$ cat src/rtl/sec_timer60_pkg.sv
package sec_timer60_pkg;
  localparam int DIGIT_W = 4;
  localparam int SEG_W   = 7;
  typedef logic [DIGIT_W-1:0] bcd_t;
  typedef logic [SEG_W-1:0]   seg_t;
endpackage

$ cat src/rtl/st60_units.sv
module st60_units
  import sec_timer60_pkg::*;
#(
  parameter int LAST = 9
) (
  input  logic clk,
  input  logic rst_n,
  input  logic clr_i,
  input  logic en_i,
  output bcd_t q_o,
  output logic carry_o
);
  localparam bcd_t LAST_V = bcd_t'(LAST);

  bcd_t q_r, q_nxt;
  logic at_last;

  always_comb begin
    at_last = (q_r == LAST_V);
    carry_o = en_i && at_last && !clr_i;
    q_nxt   = q_r;
    if (clr_i)        q_nxt = '0;
    else if (en_i)    q_nxt = at_last ? '0 : q_r + bcd_t'(1);
  end

  always_ff @(posedge clk or negedge rst_n) begin
    if (!rst_n) q_r <= '0;
    else        q_r <= q_nxt;
  end

  assign q_o = q_r;

  p_units_range_r1: assert property (@(posedge clk) disable iff (!rst_n)
    q_r <= LAST_V);
  p_units_wrap_r1: assert property (@(posedge clk) disable iff (!rst_n)
    (en_i && !clr_i && q_r == LAST_V) |=> (q_r == '0));
  p_units_hold_r8: assert property (@(posedge clk) disable iff (!rst_n)
    (!en_i && !clr_i) |=> $stable(q_r));
endmodule

$ cat src/rtl/st60_tens.sv
module st60_tens
  import sec_timer60_pkg::*;
#(
  parameter int LAST = 6
) (
  input  logic clk,
  input  logic rst_n,
  input  logic clr_i,
  input  logic carry_i,
  output bcd_t q_o,
  output logic full_o
);
  localparam bcd_t LAST_V = bcd_t'(LAST);

  bcd_t q_r, q_nxt;

  always_comb begin
    full_o = (q_r == LAST_V);
    q_nxt  = q_r;
    if (clr_i)                   q_nxt = '0;
    else if (carry_i && !full_o) q_nxt = q_r + bcd_t'(1);
  end

  always_ff @(posedge clk or negedge rst_n) begin
    if (!rst_n) q_r <= '0;
    else        q_r <= q_nxt;
  end

  assign q_o = q_r;

  p_tens_only_on_carry_r2: assert property (@(posedge clk) disable iff (!rst_n)
    (!clr_i && !carry_i) |=> $stable(q_r));
  p_tens_cap_r3: assert property (@(posedge clk) disable iff (!rst_n)
    q_r <= LAST_V);
endmodule

$ cat src/rtl/st60_seg.sv
module st60_seg
  import sec_timer60_pkg::*;
(
  input  bcd_t bcd_i,
  output seg_t seg_o
);
  always_comb begin
    unique case (bcd_i)
      4'd0:    seg_o = 7'h3F;
      4'd1:    seg_o = 7'h06;
      4'd2:    seg_o = 7'h5B;
      4'd3:    seg_o = 7'h4F;
      4'd4:    seg_o = 7'h66;
      4'd5:    seg_o = 7'h6D;
      4'd6:    seg_o = 7'h7D;
      4'd7:    seg_o = 7'h07;
      4'd8:    seg_o = 7'h7F;
      4'd9:    seg_o = 7'h6F;
      default: seg_o = 7'h00;
    endcase
  end
endmodule

$ cat src/rtl/sec_timer60.sv
module sec_timer60
  import sec_timer60_pkg::*;
#(
  parameter int UNITS_LAST = 9,
  parameter int TENS_LAST  = 6
) (
  input  logic       clk,
  input  logic       rst_n,
  input  logic       tick,
  input  logic       clr,
  output logic [3:0] units_bcd,
  output logic [3:0] tens_bcd,
  output logic [6:0] seg_units,
  output logic [6:0] seg_tens,
  output logic       done
);
  bcd_t u_q, t_q;
  logic carry, tens_full, units_en;

  assign units_en = tick && !tens_full;

  st60_units #(.LAST(UNITS_LAST)) u_units (
    .clk(clk), .rst_n(rst_n), .clr_i(clr), .en_i(units_en),
    .q_o(u_q), .carry_o(carry)
  );

  st60_tens #(.LAST(TENS_LAST)) u_tens (
    .clk(clk), .rst_n(rst_n), .clr_i(clr), .carry_i(carry),
    .q_o(t_q), .full_o(tens_full)
  );

  st60_seg u_seg_u (.bcd_i(u_q), .seg_o(seg_units));
  st60_seg u_seg_t (.bcd_i(t_q), .seg_o(seg_tens));

  assign units_bcd = u_q;
  assign tens_bcd  = t_q;
  assign done      = tens_full;

  p_freeze_r4: assert property (@(posedge clk) disable iff (!rst_n)
    (done && !clr) |=> ($stable(u_q) && $stable(t_q) && done));
  p_done_zero_units_r4: assert property (@(posedge clk) disable iff (!rst_n)
    done |-> (u_q == '0));
  p_clear_r5: assert property (@(posedge clk) disable iff (!rst_n)
    clr |=> (u_q == '0 && t_q == '0));
endmodule

$ cat config.mk
export PLATFORM = sky130hd
export DESIGN_NAME = sec_timer60
export DESIGN_NICKNAME = d
export VERILOG_FILES = /design/src/rtl/sec_timer60_pkg.sv /design/src/rtl/st60_units.sv /design/src/rtl/st60_tens.sv /design/src/rtl/st60_seg.sv /design/src/rtl/sec_timer60.sv
export SDC_FILE = /design/constraint.sdc
export NUM_CORES = 1
export LEC_CHECK = 0
export BUFFER_PORTS_ARGS = -buffer_cell sky130_fd_sc_hd__buf_2
export CORE_UTILIZATION = 45
export DETAILED_ROUTE_END_ITERATION = 6
export GPL_TIMING_DRIVEN = 1
export PLACE_DENSITY = 0.72
export SLEW_MARGIN = 20
export SYNTH_ARGS = -nofsm -noshare
export SYNTH_HDL_FRONTEND = slang
export SYNTH_HIERARCHICAL = 1
export SYNTH_SLANG_ARGS = --single-unit
$ cat constraint.sdc
create_clock -name clk -period 2.35 [get_ports clk]
set_input_delay 0.1175 -clock clk [delete_from_list [all_inputs] [get_ports clk]]
set_output_delay 0.1175 -clock clk [all_outputs]
set_load 0.005 [all_outputs]
Yosys cells after proc, flatten, opt, wreduce, memory -nomap -nowiden
Memories as Yosys holds them, arrays and structs flattened.
Cells that the tools add are included.
{"block": "totals", "elab_cells": 21, "in_bits": 4, "n_memories": 2, "mem_bits_ro": 224, "output_inout_bits": 23, "reg_bits": 8}
{"block": "op_classes", "n_reduce_logical": 8, "n_mux": 5, "add_sub_neg": 2, "n_eq_ne": 2}
{"memory": "(no name shown)", "depth": 16, "width": 7, "read_ports": 1, "rd_ports_with_merged_regs": 0, "wr": 0, "line_no": "st60_seg.sv:8", "text": "unique case (bcd_i)"}
{"memory": "(no name shown)", "depth": 16, "width": 7, "read_ports": 1, "rd_ports_with_merged_regs": 0, "wr": 0, "line_no": "st60_seg.sv:8"}
{"op": "4-bit two-way mux", "count": 5}
{"op": "4-bit by 1-bit adder with 4-bit output (second input constant)", "count": 2}
{"op": "4-bit by 3-bit == test with 1-bit output (second input constant)", "count": 1}
{"op": "4-bit == test (second input constant)", "count": 1}
{"op": "1-bit logical AND", "count": 4}
{"op": "2-bit nonzero test", "count": 2}
{"op": "1-bit zero test", "count": 2}

Longest topological paths before layout
{"block": "logic_depth", "depth_word": 8, "depth_mapped": 9, "ltp_nobuf": 9}

Modules after synthesis
The synthesis kept the hierarchy.
{"module": "st60_units", "n_inst": 1, "cells_each": 25, "seq_area_each_um2": 100.1, "area_per_inst_um2": 245.2}
{"module": "st60_tens", "n_inst": 1, "cells_each": 24, "seq_area_each_um2": 100.1, "area_per_inst_um2": 215.2}
{"module": "st60_seg at u_seg_t", "n_inst": 1, "cells_each": 26, "seq_area_each_um2": 0.0, "area_per_inst_um2": 205.2}
{"module": "st60_seg at u_seg_u", "n_inst": 1, "cells_each": 26, "seq_area_each_um2": 0.0, "area_per_inst_um2": 201.4}
{"module": "sec_timer60", "n_inst": 1, "cells_each": 1, "seq_area_each_um2": 0.0, "area_per_inst_um2": 13.8}

Worst setup path before layout
OpenSTA, ideal clock, no wires.
{"block": "synth_timing", "kind": "flip-flop to flip-flop", "start": "register u_tens.q_r[1] (netlist: u_tens/q_o[1])", "end": "register u_tens.q_r[3] (netlist: u_tens/q_o[3])", "path_buffers": 0, "setup_ns": 0.077, "path_stages_with_launch": 9, "setup_slack_ns": 0.220, "synth_period_minus_slack_ns": 2.130, "arrival_time_ns": 2.053, "t_required_ns": 2.273, "cell_sequence": "dfrtp_1 > ha_1 > nand3b_1 > inv_2 > nor2b_4 > nor3b_1 > nand4_1 > or3_1 > a21oi_1"}
{"block": "synth_via", "elab_chain_len": 7, "elab_cells_between_ends": 10, "cone_classes": "1 x add/sub; 1 x eq/ne; 2 x mux; 6 x reduce/logical"}
{"item": "from (decl)", "line_no": "st60_tens.sv:15", "text": "bcd_t q_r, q_nxt;"}
{"item": "from (signal assigned)", "line_no": "st60_tens.sv:26", "text": "else q_r <= q_nxt;"}
{"item": "4-bit by 3-bit == test with 1-bit output", "line_no": "st60_tens.sv:18", "text": "full_o = (q_r == LAST_V);"}
{"item": "named net done", "line_no": "sec_timer60.sv:15", "text": "output logic done"}
{"item": "1-bit zero test", "line_no": "sec_timer60.sv:20", "text": "assign units_en = tick && !tens_full;"}
{"item": "1-bit logical AND", "line_no": "sec_timer60.sv:20"}
{"item": "named net units_en", "line_no": "sec_timer60.sv:18", "text": "logic carry, tens_full, units_en;"}
{"item": "1-bit logical AND (2 in a row)", "line_no": "st60_units.sv:20", "text": "carry_o = en_i && at_last && !clr_i;"}
{"item": "named net carry", "line_no": "sec_timer60.sv:18"}
{"item": "1-bit logical AND", "line_no": "st60_tens.sv:21", "text": "else if (carry_i && !full_o) q_nxt = q_r + bcd_t'(1);"}
{"item": "2-bit nonzero test (no line)"}
The timed path passes the listed nets, and every way through them passes these cells. The select of a mux whose other input is x is not followed.
A chain may end at the register's enable or synchronous reset.

Worst setup path after layout
{"block": "layout_timing", "start": "register u_tens.q_r[0] (netlist: u_tens/q_o[0])", "end": "register u_tens.q_r[3] (netlist: u_tens/q_o[3])"}
{"block": "layout_via", "elab_chain_len": 7, "elab_cells_between_ends": 10, "cone_classes": "1 x add/sub; 1 x eq/ne; 2 x mux; 6 x reduce/logical"}
{"item": "4-bit by 3-bit == test with 1-bit output", "line_no": "st60_tens.sv:18"}
{"item": "1-bit zero test", "line_no": "sec_timer60.sv:20"}
{"item": "1-bit logical AND", "line_no": "sec_timer60.sv:20"}
{"item": "named net units_en", "line_no": "sec_timer60.sv:18"}
{"item": "1-bit logical AND (2 in a row)", "line_no": "st60_units.sv:20"}
{"item": "named net carry", "line_no": "sec_timer60.sv:18"}
{"item": "1-bit logical AND", "line_no": "st60_tens.sv:21"}
{"item": "2-bit nonzero test (no line)"}
The timed path passes the listed nets, and every way through them passes these cells. The select of a mux whose other input is x is not followed.

==> out/metrics.yaml <==
status: "finished, final reports clean"
wl_um: 1870
die_x_um: 46.2
skew_ps: 0.796
multi_input_comb_area_um2: 628
fp.coreArea_um2: 1780
place_hpwl_um: 1460
clock-root-buffer: "clkbuf_4"
grt_overflow: 0
syn_inst: 102
grt_max_degree: 13
antenna_found_initial: 0
fin_cells: 161
start_util_pct: 49.4
final_nets: 158
cp-start-kind: "flip-flop"
portBuffers: 26
max_clock_freq_ghz: 0.501
cts.sinks: 8
clkTransAtPathRegs_ps: 60
rsz0062_at_grt: "no"
synth_area_per_cell_um2: 8.64
diodes: 0
rows: 15
dr.pass1.iters: 4
hold_path.class: "in2reg"
hold_violations: 0
ys_seq_area_share_pct: 22.7
grt_pass1_vias: 686
grt.total_usage_pct: 18.8
dp.cells: 157
post-cts-setup-buffers: 0
slew_headroom_pct: 77.0
post_drt_wl_per_cell_um: 11.6
area_delta_synth_final_pct: 25.4
crit_type: "reg2reg"
setup_violations: 0
clk-insertion-delay-late_ps: 260
via_count: 825
syn_nets: 122
regArea_um2: 200
cp_data_arrival_time_ps: 2190
busiest_layer: "met2"
cts_resized: 0
nFillCells: 165
antenna_left: 0
synth_area_um2: 881
grt_pass1_wl_um: 2860
slew_violations: 0
power_density_nw_per_um2: 289
worst_pin_slew_ps: 345
r2r_setup_slack_ps: 350
h-tree-depth: 1
met1_usage_pct: 24.6
num_io_pins: 27
maxCapViolations: 0
cts_buffers: 3
tritoncts: "yes"
fin_crit_sh_pct: 85.0
synth_seq_cells: 8
endpoint_kind: "flip-flop"
required_ps: 2540
dieHeight_um: 46.2
viasPerCell: 5.12
post-route-min-period_ps: 2000
ys.warnings.count: 6
path_max_fanout: 8
gr-usage-met2_pct: 32.1
p_leak_nw: 0.499
drive_gt1_share_pct: 34.6
clk_path_buf_depth: 2
yosysUniqueCellTypes: 29
vdd_drop_max_v: 0.000270
drt_iter0_markers: 19
drcViolationCount: 0
die_area_um2: 2140
gp_congestion: 0.736
met3_usage_pct: 1.18
fin_setup_tns_ps: 0
## placed cells by master (no fill, tap or decap), drive strengths merged, types with 2 or more instances in the layout
master / Yosys / layout
nand3b: 4 / 4
o21ai: 14 / 14
dfrtp: 8 / 8
clkbuf: 0 / 3
o22ai: 4 / 4
xnor2: 2 / 2
nand3: 2 / 2
ha: 16 / 16
a21oi: 12 / 12
a21o: 2 / 2
inv: 14 / 14
buf: 0 / 30
nand2b: 2 / 2
or3: 2 / 2
a22o: 2 / 2
nor2: 3 / 3
nand2: 6 / 6
nor2b: 3 / 3
## path summary, 6_finish.rpt
kind | startpoint | cells after the start | endpoint
hold / removal | clr | 2 | u_units/q_o[2]$_DFFE_PN0P_
max in group asynchronous | rst_n | 2 | u_units/q_o[0]$_DFFE_PN0P_
min in group asynchronous | rst_n | 2 | u_units/q_o[3]$_DFFE_PN0P_
setup reg to reg | u_tens/q_o[0]$_DFFE_PN0P_ | 10 | u_tens/q_o[3]$_DFFE_PN0P_
setup / recovery | u_tens/q_o[0]$_DFFE_PN0P_ | 10 | u_tens/q_o[3]$_DFFE_PN0P_
hold reg to reg | u_tens/q_o[0]$_DFFE_PN0P_ | 3 | u_tens/q_o[0]$_DFFE_PN0P_
## flip-flops by register name, summed over array words and instances, names as in the netlist
signal       flops
u_tens/q_o       4
u_units/q_o      4
## layout make-up
| class | instances | share of cell area, % |
|---|---|---|
| clock buffer | 3 | 2.04 |
| inverter | 14 | 4.76 |
| multi-input combinational | 80 | 56.9 |
| sequential | 8 | 18.1 |
| tap | 25 | 2.83 |
| timing repair buffer | 31 | 15.4 |
## through the flow
stage               hold slack, ps  instance area (µm²)  power, mW  util (%)  setup slack [ps]
finish                         123                 1100      0.319      62.0               353
detailed placement           -28.8                 1070      0.211      60.1               375
global placement             -32.1                 1070      0.208      60.1               448
CTS                            117                 1100      0.325      62.0               345
floorplan                     -178                  881      0.183         -               220
global route                   136                 1100      0.339      62.0               194
## kinds of logic after synthesis
logic type / count (synthesis) / synth area share (%)
xor+xnor: 2 / 1.99
fa+ha+maj: 16 / 22.7
buf+inv: 14 / 5.97
simple gates: 26 / 19.7
flops: 8 / 22.7
compound gates: 36 / 26.8
## critical path: stages (launching register included)
cell,delay (ps)
dfrtp_1,350
inv_1,60
ha_1,190
nand3b_1,120
inv_2,90
nor2b_4,190
nor3b_1,210
buf_4,160
nand4_1,100
or3_1,320
a21oi_1,130
## synth_stat cells
cell type | count | area (µm²)
nor3_1 | 1 | 5.00
or3_1 | 2 | 12.5
a21o_1 | 1 | 7.51
ha_1 | 16 | 200
nand2_1 | 4 | 15.0
xnor2_1 | 2 | 17.5
o21ai_1 | 1 | 5.00
nand3_1 | 2 | 10.0
a21o_2 | 1 | 8.76
dfrtp_1 | 8 | 200
o21ai_0 | 11 | 55.1
nand2_2 | 2 | 12.5
and4b_1 | 1 | 10.0
nor2_1 | 3 | 11.3
o21ai_2 | 2 | 17.5
a211o_1 | 1 | 8.76
a21boi_0 | 1 | 7.51
o22ai_1 | 2 | 12.5
nor3b_1 | 1 | 7.51
a21oi_1 | 9 | 45.0
a21oi_2 | 3 | 26.3
inv_2 | 1 | 3.75
nor2b_4 | 3 | 41.3
nand2b_1 | 2 | 12.5
nand3b_1 | 4 | 30.0
o22ai_2 | 2 | 25.0
inv_1 | 13 | 48.8
nand4_1 | 1 | 6.26
a22o_1 | 2 | 17.5
## what timing repair did
action / CTS / global route
endpoints found under the hold margin: 8 / 0
setup endpoints to repair: 0 / 0
hold buffers: 1 / 0
## power breakdown
group / leakage, nW / total [mW] / internal (mW) / switching (mW)
combinational: 0.375 / 0.0635 / 0.0308 / 0.0327
clock: 0.0138 / 0.111 / 0.0588 / 0.0521
sequential: 0.110 / 0.145 / 0.140 / 0.00439
total: 0.499 / 0.319 / 0.230 / 0.0892
## per-layer routing
metal / vias up / part of all wire [%] / wire [µm]
met3: 2 / 1.7 / 31
li1: 426 / - / -
met1: 382 / 46 / 859
met4: 0 / 0.75 / 14
met5: - / 0 / 0
met2: 15 / 51 / 962
(Power assumes the default switching activity.)
